--- src/rtl/i2c4_pkg.sv ---
package i2c4_pkg;

    localparam int BYTE_W  = 8;
    localparam int CH_NUM  = 4;
    localparam int CH_W    = $clog2(CH_NUM);
    localparam int CNT_W   = $clog2(BYTE_W + 1);

    typedef enum logic [1:0] {
        ST_IDLE,
        ST_RECV,
        ST_ACK,
        ST_SKIP
    } rx_state_e;

    typedef enum logic [1:0] {
        SLOT_ADDR,
        SLOT_SEL,
        SLOT_LEVEL,
        SLOT_EXTRA
    } byte_slot_e;

    typedef struct packed {
        logic scl_rise;
        logic scl_fall;
        logic start;
        logic stop;
        logic sda;
    } bus_evt_t;

    function automatic logic addr_hit(input logic [BYTE_W-1:0] b,
                                      input logic [6:0] dev);
        return (b[BYTE_W-1:1] == dev) && !b[0];
    endfunction

    function automatic byte_slot_e next_slot(input byte_slot_e s);
        return (s == SLOT_EXTRA) ? SLOT_EXTRA : byte_slot_e'(s + 2'd1);
    endfunction

endpackage

--- src/rtl/i2c4_sync.sv ---
module i2c4_sync
    import i2c4_pkg::*;
#(
    parameter int STAGES = 2
) (
    input  logic     clk,
    input  logic     rst,
    input  logic     scl_i,
    input  logic     sda_i,
    output bus_evt_t evt
);
    localparam int LAST = STAGES;

    logic [LAST:0] scl_sh;
    logic [LAST:0] sda_sh;

    always_ff @(posedge clk) begin
        if (rst) begin
            scl_sh <= '1;
            sda_sh <= '1;
        end else begin
            scl_sh <= {scl_sh[LAST-1:0], scl_i};
            sda_sh <= {sda_sh[LAST-1:0], sda_i};
        end
    end

    logic scl_now, scl_old, sda_now, sda_old;
    assign scl_now = scl_sh[LAST-1];
    assign scl_old = scl_sh[LAST];
    assign sda_now = sda_sh[LAST-1];
    assign sda_old = sda_sh[LAST];

    always_comb begin
        evt.scl_rise = scl_now && !scl_old;
        evt.scl_fall = !scl_now && scl_old;
        evt.start    = scl_now && scl_old && sda_old && !sda_now;
        evt.stop     = scl_now && scl_old && !sda_old && sda_now;
        evt.sda      = sda_now;
    end
endmodule

--- src/rtl/i2c4_rx.sv ---
module i2c4_rx
    import i2c4_pkg::*;
#(
    parameter logic [6:0] DEV_ADDR = 7'b1001100
) (
    input  logic              clk,
    input  logic              rst,
    input  bus_evt_t          evt,
    output logic              ack_pull,
    output logic              wr_stb,
    output logic [CH_W-1:0]   wr_sel,
    output logic [BYTE_W-1:0] wr_data
);
    rx_state_e         state;
    byte_slot_e        slot;
    logic [CNT_W-1:0]  bitcnt;
    logic [BYTE_W-1:0] shreg;
    logic [CH_W-1:0]   sel_q;
    logic              byte_end;

    assign byte_end = (state == ST_RECV) && (bitcnt == CNT_W'(BYTE_W))
                      && evt.scl_fall && !evt.start && !evt.stop;

    always_ff @(posedge clk) begin
        if (rst) begin
            state  <= ST_IDLE;
            slot   <= SLOT_ADDR;
            bitcnt <= '0;
            shreg  <= '0;
            sel_q  <= '0;
        end else if (evt.start) begin
            state  <= ST_RECV;
            slot   <= SLOT_ADDR;
            bitcnt <= '0;
        end else if (evt.stop) begin
            state  <= ST_IDLE;
        end else begin
            case (state)
                ST_RECV: begin
                    if (evt.scl_rise && bitcnt != CNT_W'(BYTE_W)) begin
                        shreg  <= {shreg[BYTE_W-2:0], evt.sda};
                        bitcnt <= bitcnt + 1'b1;
                    end else if (byte_end) begin
                        case (slot)
                            SLOT_ADDR:  state <= addr_hit(shreg, DEV_ADDR) ? ST_ACK : ST_SKIP;
                            SLOT_SEL: begin
                                sel_q <= shreg[CH_W-1:0];
                                state <= ST_ACK;
                            end
                            SLOT_LEVEL: state <= ST_ACK;
                            default:    state <= ST_SKIP;
                        endcase
                    end
                end
                ST_ACK: begin
                    if (evt.scl_fall) begin
                        state  <= ST_RECV;
                        bitcnt <= '0;
                        slot   <= next_slot(slot);
                    end
                end
                default: ;
            endcase
        end
    end

    assign ack_pull = (state == ST_ACK);
    assign wr_stb   = byte_end && (slot == SLOT_LEVEL);
    assign wr_sel   = sel_q;
    assign wr_data  = shreg;
endmodule

--- src/rtl/i2c4_latch_bank.sv ---
module i2c4_latch_bank
    import i2c4_pkg::*;
(
    input  logic                           clk,
    input  logic                           rst,
    input  logic                           wr_stb,
    input  logic [CH_W-1:0]                wr_sel,
    input  logic [BYTE_W-1:0]              wr_data,
    output logic [CH_NUM-1:0]              wr_en,
    output logic [CH_NUM-1:0][BYTE_W-1:0]  q
);
    for (genvar c = 0; c < CH_NUM; c++) begin : g_ch
        assign wr_en[c] = wr_stb && (wr_sel == CH_W'(c));

        always_ff @(posedge clk) begin
            if (rst)
                q[c] <= '0;
            else if (wr_en[c])
                q[c] <= wr_data;
        end
    end
endmodule

--- src/rtl/i2c4_dac_latch.sv ---
module i2c4_dac_latch
    import i2c4_pkg::*;
#(
    parameter logic [6:0] DEV_ADDR    = 7'b1001100,
    parameter int         SYNC_STAGES = 2
) (
    input  logic       clk,
    input  logic       rst,
    input  logic       scl_i,
    input  logic       sda_i,
    output logic       sda_pull_o,
    output logic [7:0] ch0_o,
    output logic [7:0] ch1_o,
    output logic [7:0] ch2_o,
    output logic [7:0] ch3_o
);
    bus_evt_t                          bus_evt;
    logic                              wr_stb;
    logic [CH_W-1:0]                   wr_sel;
    logic [BYTE_W-1:0]                 wr_data;
    logic [CH_NUM-1:0]                 wr_en;
    logic [CH_NUM-1:0][BYTE_W-1:0]     lvl;
    logic                              evt_start;
    logic                              evt_stop;

    i2c4_sync #(.STAGES(SYNC_STAGES)) u_sync (
        .clk   (clk),
        .rst   (rst),
        .scl_i (scl_i),
        .sda_i (sda_i),
        .evt   (bus_evt)
    );

    i2c4_rx #(.DEV_ADDR(DEV_ADDR)) u_rx (
        .clk      (clk),
        .rst      (rst),
        .evt      (bus_evt),
        .ack_pull (sda_pull_o),
        .wr_stb   (wr_stb),
        .wr_sel   (wr_sel),
        .wr_data  (wr_data)
    );

    i2c4_latch_bank u_bank (
        .clk     (clk),
        .rst     (rst),
        .wr_stb  (wr_stb),
        .wr_sel  (wr_sel),
        .wr_data (wr_data),
        .wr_en   (wr_en),
        .q       (lvl)
    );

    assign evt_start = bus_evt.start;
    assign evt_stop  = bus_evt.stop;
    assign ch0_o = lvl[0];
    assign ch1_o = lvl[1];
    assign ch2_o = lvl[2];
    assign ch3_o = lvl[3];
endmodule

--- config.mk ---
export PLATFORM = sky130hd
export DESIGN_NAME = i2c4_dac_latch
export DESIGN_NICKNAME = d
export VERILOG_FILES = /design/src/rtl/i2c4_pkg.sv /design/src/rtl/i2c4_sync.sv /design/src/rtl/i2c4_rx.sv /design/src/rtl/i2c4_latch_bank.sv /design/src/rtl/i2c4_dac_latch.sv
export SDC_FILE = /design/constraint.sdc
export NUM_CORES = 1
export LEC_CHECK = 0
export ABC_CLOCK_PERIOD_IN_PS = 4900
export BUFFER_PORTS_ARGS = -buffer_cell sky130_fd_sc_hd__buf_2
export CORE_MARGIN = 5
export CORE_UTILIZATION = 55
export CTS_CLUSTER_DIAMETER = 120
export DETAILED_ROUTE_END_ITERATION = 12
export PLACE_DENSITY = 0.77
export SLEW_MARGIN = 20
export SYNTH_ARGS = -nofsm -noshare
export SYNTH_HDL_FRONTEND = slang
export SYNTH_HIERARCHICAL = 1
export SYNTH_SLANG_ARGS = --single-unit
--- constraint.sdc ---
create_clock -name clk -period 4.9 [get_ports clk]
set_input_delay 0.98 -clock clk [delete_from_list [all_inputs] [get_ports clk]]
set_output_delay 0.98 -clock clk [all_outputs]
set_load 0.005 [all_outputs]
==> key figures, run 1 <==
Worst setup path
  • Worst reg2reg path depth: 7
  • Slowest CP cell: nor4_1
  • Data arrival, critical path: 2.52 ns
  • R2r setup slk: between 2 and 3 ns
  • Required @ worst endpoint: slightly above 5 ns
  • Critical Path Source Type: flip-flop
  • CP endpoint kind: flip-flop
  • FF-to-FF Start: u_rx/bitcnt[0]
  • CP peak stage delay: 0.55 ns
  • CP cell instances: inv_1 -> ha_1 -> nand3b_1 -> nor4_1 -> nand3b_1 -> inv_1 -> mux2i_1
  • Crit Path Max Fanout: 8
  • Critical path class: flip-flop to flip-flop
  • Worst R2R End: u_bank/q[22]

Cells and area
  • Layout fillers: between 300 and 400
  • N_diodes: 0
  • Most common cell after layout, fill and taps aside: dfxtp_1
  • Layout cells sized above 1: 18.3%
  • Layout area overhead: 11.6%
  • Most frequent cells in the layout: dfxtp_1 (56), nand2b_1 (42), mux2i_1 (42)
  • Nets: around 280
  • Core Util, Final: 62.8%

Logic synthesis
  • Yosys warning total: 6
  • Syn Std Cell Area: between 2000 and 2500 µm²
  • Mapped Cells: between 200 and 250
  • Post-Syn Nets: 250
  • Synth Area per Inst: about 10 µm²

Route
  • Total iterations of the first detailed-routing run: 4
  • Vias: 1729
  • Final ANT Viol Nets: 0
  • Drt total wl: 4640 µm
  • # DRC: 0
  • DR iter-0 viols: 117
  • DR WL/cell: around 14 µm
  • Via density: 5.32

Global route
  • Initial antenna violation count: 0
  • Largest net degree at the start of global routing: 61
  • GR Layer Usage met1: between 20% and 30%
  • Vias in the first global route: 1685
  • Met2 Use GR: 26.6%
  • Total GRT Usage: 16.5%
  • Grt met3 use: 3.55%
  • Global-route wire length before repair: 8000 µm
  • Congestion Overflow GR: 0
  • Gr busiest metal: met2

Clocking
  • # clock sinks: 56
  • Skew-Pair Late Insertion Delay: 0.31 ns
  • Resized cells post-CTS: 0
  • CTS Hold Bufs: 0
  • Post-CTS Setup Bufs: 0
  • Clock Pin Slew Worst Setup and Hold Paths: 0.09 ns
  • CTS Root Cell: clkbuf_8
  • Clock buffer depth: 2
  • TritonCTS clock tree: built
  • H-tree Lvls: 2
  • CTS buffer count: 5

Die
  • Area of the die: 5860 µm²
  • Die X: 76.5 µm
  • # rows: 24
  • I/O Pins: 37
  • Die Height: 76.5 µm
  • Initial core utilization: 56.3%
  • Core Area: 4320 µm²

STA
  • Min Tclk post-route: 2.29 ns
  • RSZ-0062 raised after global routing: no
  • Final setup viols: 0
  • Worst Skew: roughly 0.011 ns
  • Fin crit share: 46.7%
  • Worst hold slack: 0.412 ns
  • Worst-Margin Slew: a little over 0.8 ns
  • Final Hold Fails: 0
  • Post-route setup TNS: 0 ns
  • Final Max Tran Viols: 0
  • FMAX: 437 MHz
  • Slew headroom: 46.0%

Min path
  • Hold crit path type: flip-flop to flip-flop
  • Hold_sp: u_sync/scl_sh[0]
  • Min-Delay Endpoint: u_sync/scl_sh[1]
  • Hold path depth: 1

Power and ir drop
  • Pleak: 1.29 nW
  • Power Dens Cells: 328 nW/µm²
  • Worst vdd ir: 0.000190 V
  • Total chip power: 0.891 mW

Place
  • Post-DP HPWL: between 3000 and 4000 µm
  • Buffers on Ports: 36
  • GP Congestion: 0.793

Flow run
  • Max-cap violations: 0

Run status
  • Status: complete, no violations
==> report_power, final <==
part / internal [mW] / switching [mW]
clock: 0.102 / 0.145
combinational: 0.0748 / 0.0842
sequential: 0.471 / 0.0145
==> registers in the layout, summed over array words and instances, names as in the netlist <==
register       flops
u_sync/scl_sh      3
u_rx/wr_sel        2
u_rx/slot          2
u_sync/sda_sh      3
u_rx/state         2
u_bank/q          32
u_rx/wr_data       8
u_rx/bitcnt        4
==> stage by stage <==
step	setup slack [ns]	std cells	cell area (µm²)
CTS	2.63	325	2720
global placement	2.68	317	2630
detailed placement	2.64	317	2630
global route	2.38	325	2720
finish	2.61	325	2720
floorplan	2.99	239	2430
==> layout make-up <==
type / instances / area (µm²) / share of cell area [%]
clock buffer: 6 / 72.6 / 2.67
sequential: 56 / 1120 / 41.3
timing repair buffer: 36 / 180 / 6.63
multi-input combinational: 159 / 1210 / 44.5
tap: 52 / 65.1 / 2.40
inverter: 14 / 52.6 / 1.93
clock inverter: 2 / 16.3 / 0.599
==> worst max-delay path: cells and delay by family (launching register included) <==
kind / cells / cell delay, ns
multiplexers: 1 / 0.18
buffers and inverters: 2 / 0.27
AND/OR/NAND/NOR: 3 / 1.26
flip-flops: 1 / 0.36
adder cells (fa/ha/maj): 1 / 0.14
==> worst max-delay path by stage <==
stage / start / to / cells after the start
finish: u_rx/bitcnt[0] / u_bank/q[22] / 7
global route: u_sync/sda_sh[1] / u_bank/q[22] / 6
CTS: u_sync/sda_sh[1] / u_bank/q[22] / 6
detailed placement: u_sync/sda_sh[1] / u_bank/q[22] / 6
global placement: rst / u_rx/bitcnt[3] / 3
floorplan: u_sync/sda_sh[1] / u_bank/q[7] / 7
==> per-layer routing <==
layer | share of wire, % | vias up
met5 | 0 | -
met4 | 1.4 | 0
met3 | 4.3 | 7
met2 | 47 | 37
met1 | 48 | 809
li1 | - | 876
Power figures use the tool's default switching activity.
==> inputs of run 2 (changes only) <==
Settings changed: ABC_AREA set to 1, ABC_CLOCK_PERIOD_IN_PS 4900 to 2400.
Clock period 4.9 ns to 2.4 ns, I/O delays scaled along.
==> key figures, run 2 <==
Global route
  • Total GRT Usage: 17.2%
  • Global-route wire length before repair: 8550 µm
  • Vias in the first global route: 1869
  • Initial antenna violation count: 0
  • Congestion Overflow GR: 0
  • Largest net degree at the start of global routing: 33

Worst setup path
  • Critical Path Source Type: flip-flop
  • Worst R2R End: u_bank/q[12]
  • Required @ worst endpoint: approximately 2.6 ns
  • CP delay by family, top: simple AND/OR/NAND/NOR gates
  • Crit Path Max Fanout: 16
  • CP peak stage delay: around 0.38 ns
  • CP Buf/Inv Count: 1
  • Data arrival, critical path: 2.21 ns
  • CP endpoint kind: flip-flop
  • Critical path class: flip-flop to flip-flop
  • Cell mode on critical path: nor2_1
  • CP cell instances: inv_1 -> ha_1 -> nand2_1 -> nor2_1 -> nand2_1 -> nor2_1 -> nand3_2 -> nor2_1 -> nor2_1
  • Worst setup path startpoint: u_rx/state[1]
  • Worst reg2reg path depth: 9
  • FF-to-FF Start: u_rx/state[1]
  • WP depth: 9
  • Setup crit end: u_bank/q[12]
  • Slowest CP cell: nor2_1
  • R2r setup slk: 0.40 ns

Route
  • Total iterations of the first detailed-routing run: 4
  • Final ANT Viol Nets: 0
  • Drt total wl: 4850 µm
  • DR WL/cell: ~11 µm
  • Via density: 4.72
  • # DRC: 0
  • DR iter-0 viols: 128
  • Vias: about 2.1k

Cells and area
  • Most common cell after layout, fill and taps aside: nand2_1
  • N_diodes: 0
  • Most frequent cells in the layout: nand2_1 (80), nor2_1 (74), inv_1 (65)
  • Layout fillers: around 410
  • Post-Layout Cell Count: 449
  • Layout cells sized above 1: ~15%
  • Nets: about 410
  • Top reg by flops: u_bank/q
  • Area of the multi-input gates: between 1000 and 1500 µm²
  • Layout area overhead: 11.1%
  • Max FFs per register: 32
  • Register area: between 1000 and 1500 µm²

Clocking
  • H-tree Lvls: 2
  • CTS Root Cell: clkbuf_8
  • Clock buffer depth: 2
  • Skew-Pair Late Insertion Delay: 0.31 ns
  • Clock Pin Slew Worst Setup and Hold Paths: 0.10 ns
  • TritonCTS clock tree: built
  • # clock sinks: 56
  • CTS Hold Bufs: 0
  • Resized cells post-CTS: 0
  • CTS buffer count: 5
  • Post-CTS Setup Bufs: 0

Die
  • Core Area: 4410 µm²
  • Die X: roughly 80 µm
  • Initial core utilization: 57.1%
  • I/O Pins: 37
  • Area of the die: 6040 µm²
  • # rows: 24
  • Die Height: 77.7 µm

Min path
  • Hold path depth: 2
  • Hold crit path type: input port to flip-flop

STA
  • Final setup viols: 0
  • Post-layout worst setup margin: 0.402 ns
  • Worst-Margin Slew: 0.564 ns
  • Fin crit share: a little over four fifths
  • FMAX: between 500 and 600 MHz
  • Min Tclk post-route: 2.00 ns
  • Final Max Tran Viols: 0
  • Final Hold Fails: 0
  • Slew headroom: 62.4%
  • RSZ-0062 raised after global routing: no
  • Worst Skew: 0.0111 ns
  • Post-route setup TNS: 0 ns

Logic synthesis
  • Syn Std Cell Area: around 2500 µm²
  • Post-Syn Nets: 373
  • Synth Area per Inst: a little under 7 µm²
  • Yosys warning total: 6
  • Mapped Cells: roughly 360

Place
  • Buffers on Ports: 36
  • Pre-CTS WS: 0.400 ns
  • Post-DP HPWL: 3410 µm
  • GP Congestion: 0.851
  • Post-Place Cells: 441

Run status
  • Status: complete, no violations

Power and ir drop
  • Power Dens Cells: approximately 610 nW/µm²
  • Worst vdd ir: 0.000392 V
  • Pleak: ~1.5 nW

Flow run
  • Max-cap violations: 0
[run 2: worst min path at each step]
stage | from | to
after global routing | scl_i | u_sync/scl_sh[0]
final | scl_i | u_sync/scl_sh[0]
after floorplan | u_sync/scl_sh[0] | u_sync/scl_sh[1]
after detailed placement | u_sync/scl_sh[0] | u_sync/scl_sh[1]
after CTS | scl_i | u_sync/scl_sh[0]
after global placement | u_sync/sda_sh[0] | u_sync/sda_sh[1]
[run 2: power breakdown]
group	internal (mW)	switching [mW]	leakage [nW]
Combinational	0.0787	0.141	1.00
Clock	0.208	0.295	0.0414
Sequential	0.954	0.0207	0.453
[run 2: final cells by class]
type	instances	area share [%]
Timing Repair Buffer	38	6.97
Clock inverter	2	0.581
Tap cell	52	2.32
Multi-Input combinational cell	230	38.8
Inverter	65	8.71
Clock buffer	6	2.59
Sequential cell	56	40.0
[run 2: stage by stage]
stage | hold slack (ns) | util [%] | cell area, µm² | power, mW
global route | 0.365 | 63.4 | 2800 | 1.80
floorplan | 0.383 | - | 2520 | 1.17
detailed placement | 0.394 | 61.4 | 2710 | 1.22
finish | 0.354 | 63.4 | 2800 | 1.70
CTS | 0.349 | 63.4 | 2800 | 1.72
global placement | 0.388 | 61.4 | 2710 | 1.21
[run 2: per-layer routing]
metal	track usage, %	up-vias	part of all wire [%]
met5	0	-	0
met4	5.15	0	1.1
met3	3.36	6	6.0
met2	27.7	48	45
met1	23.2	917	48
li1	-	1150	-
[run 2: worst reg2reg max path, stage by stage, from the launching register on]
cell and delay [ns]:
dfxtp_1 0.32, inv_1 0.07, ha_1 0.25, nand2_1 0.07, nor2_1 0.11, nand2_1 0.11
nor2_1 0.38, nand3_2 0.34, nor2_1 0.20, nor2_1 0.06
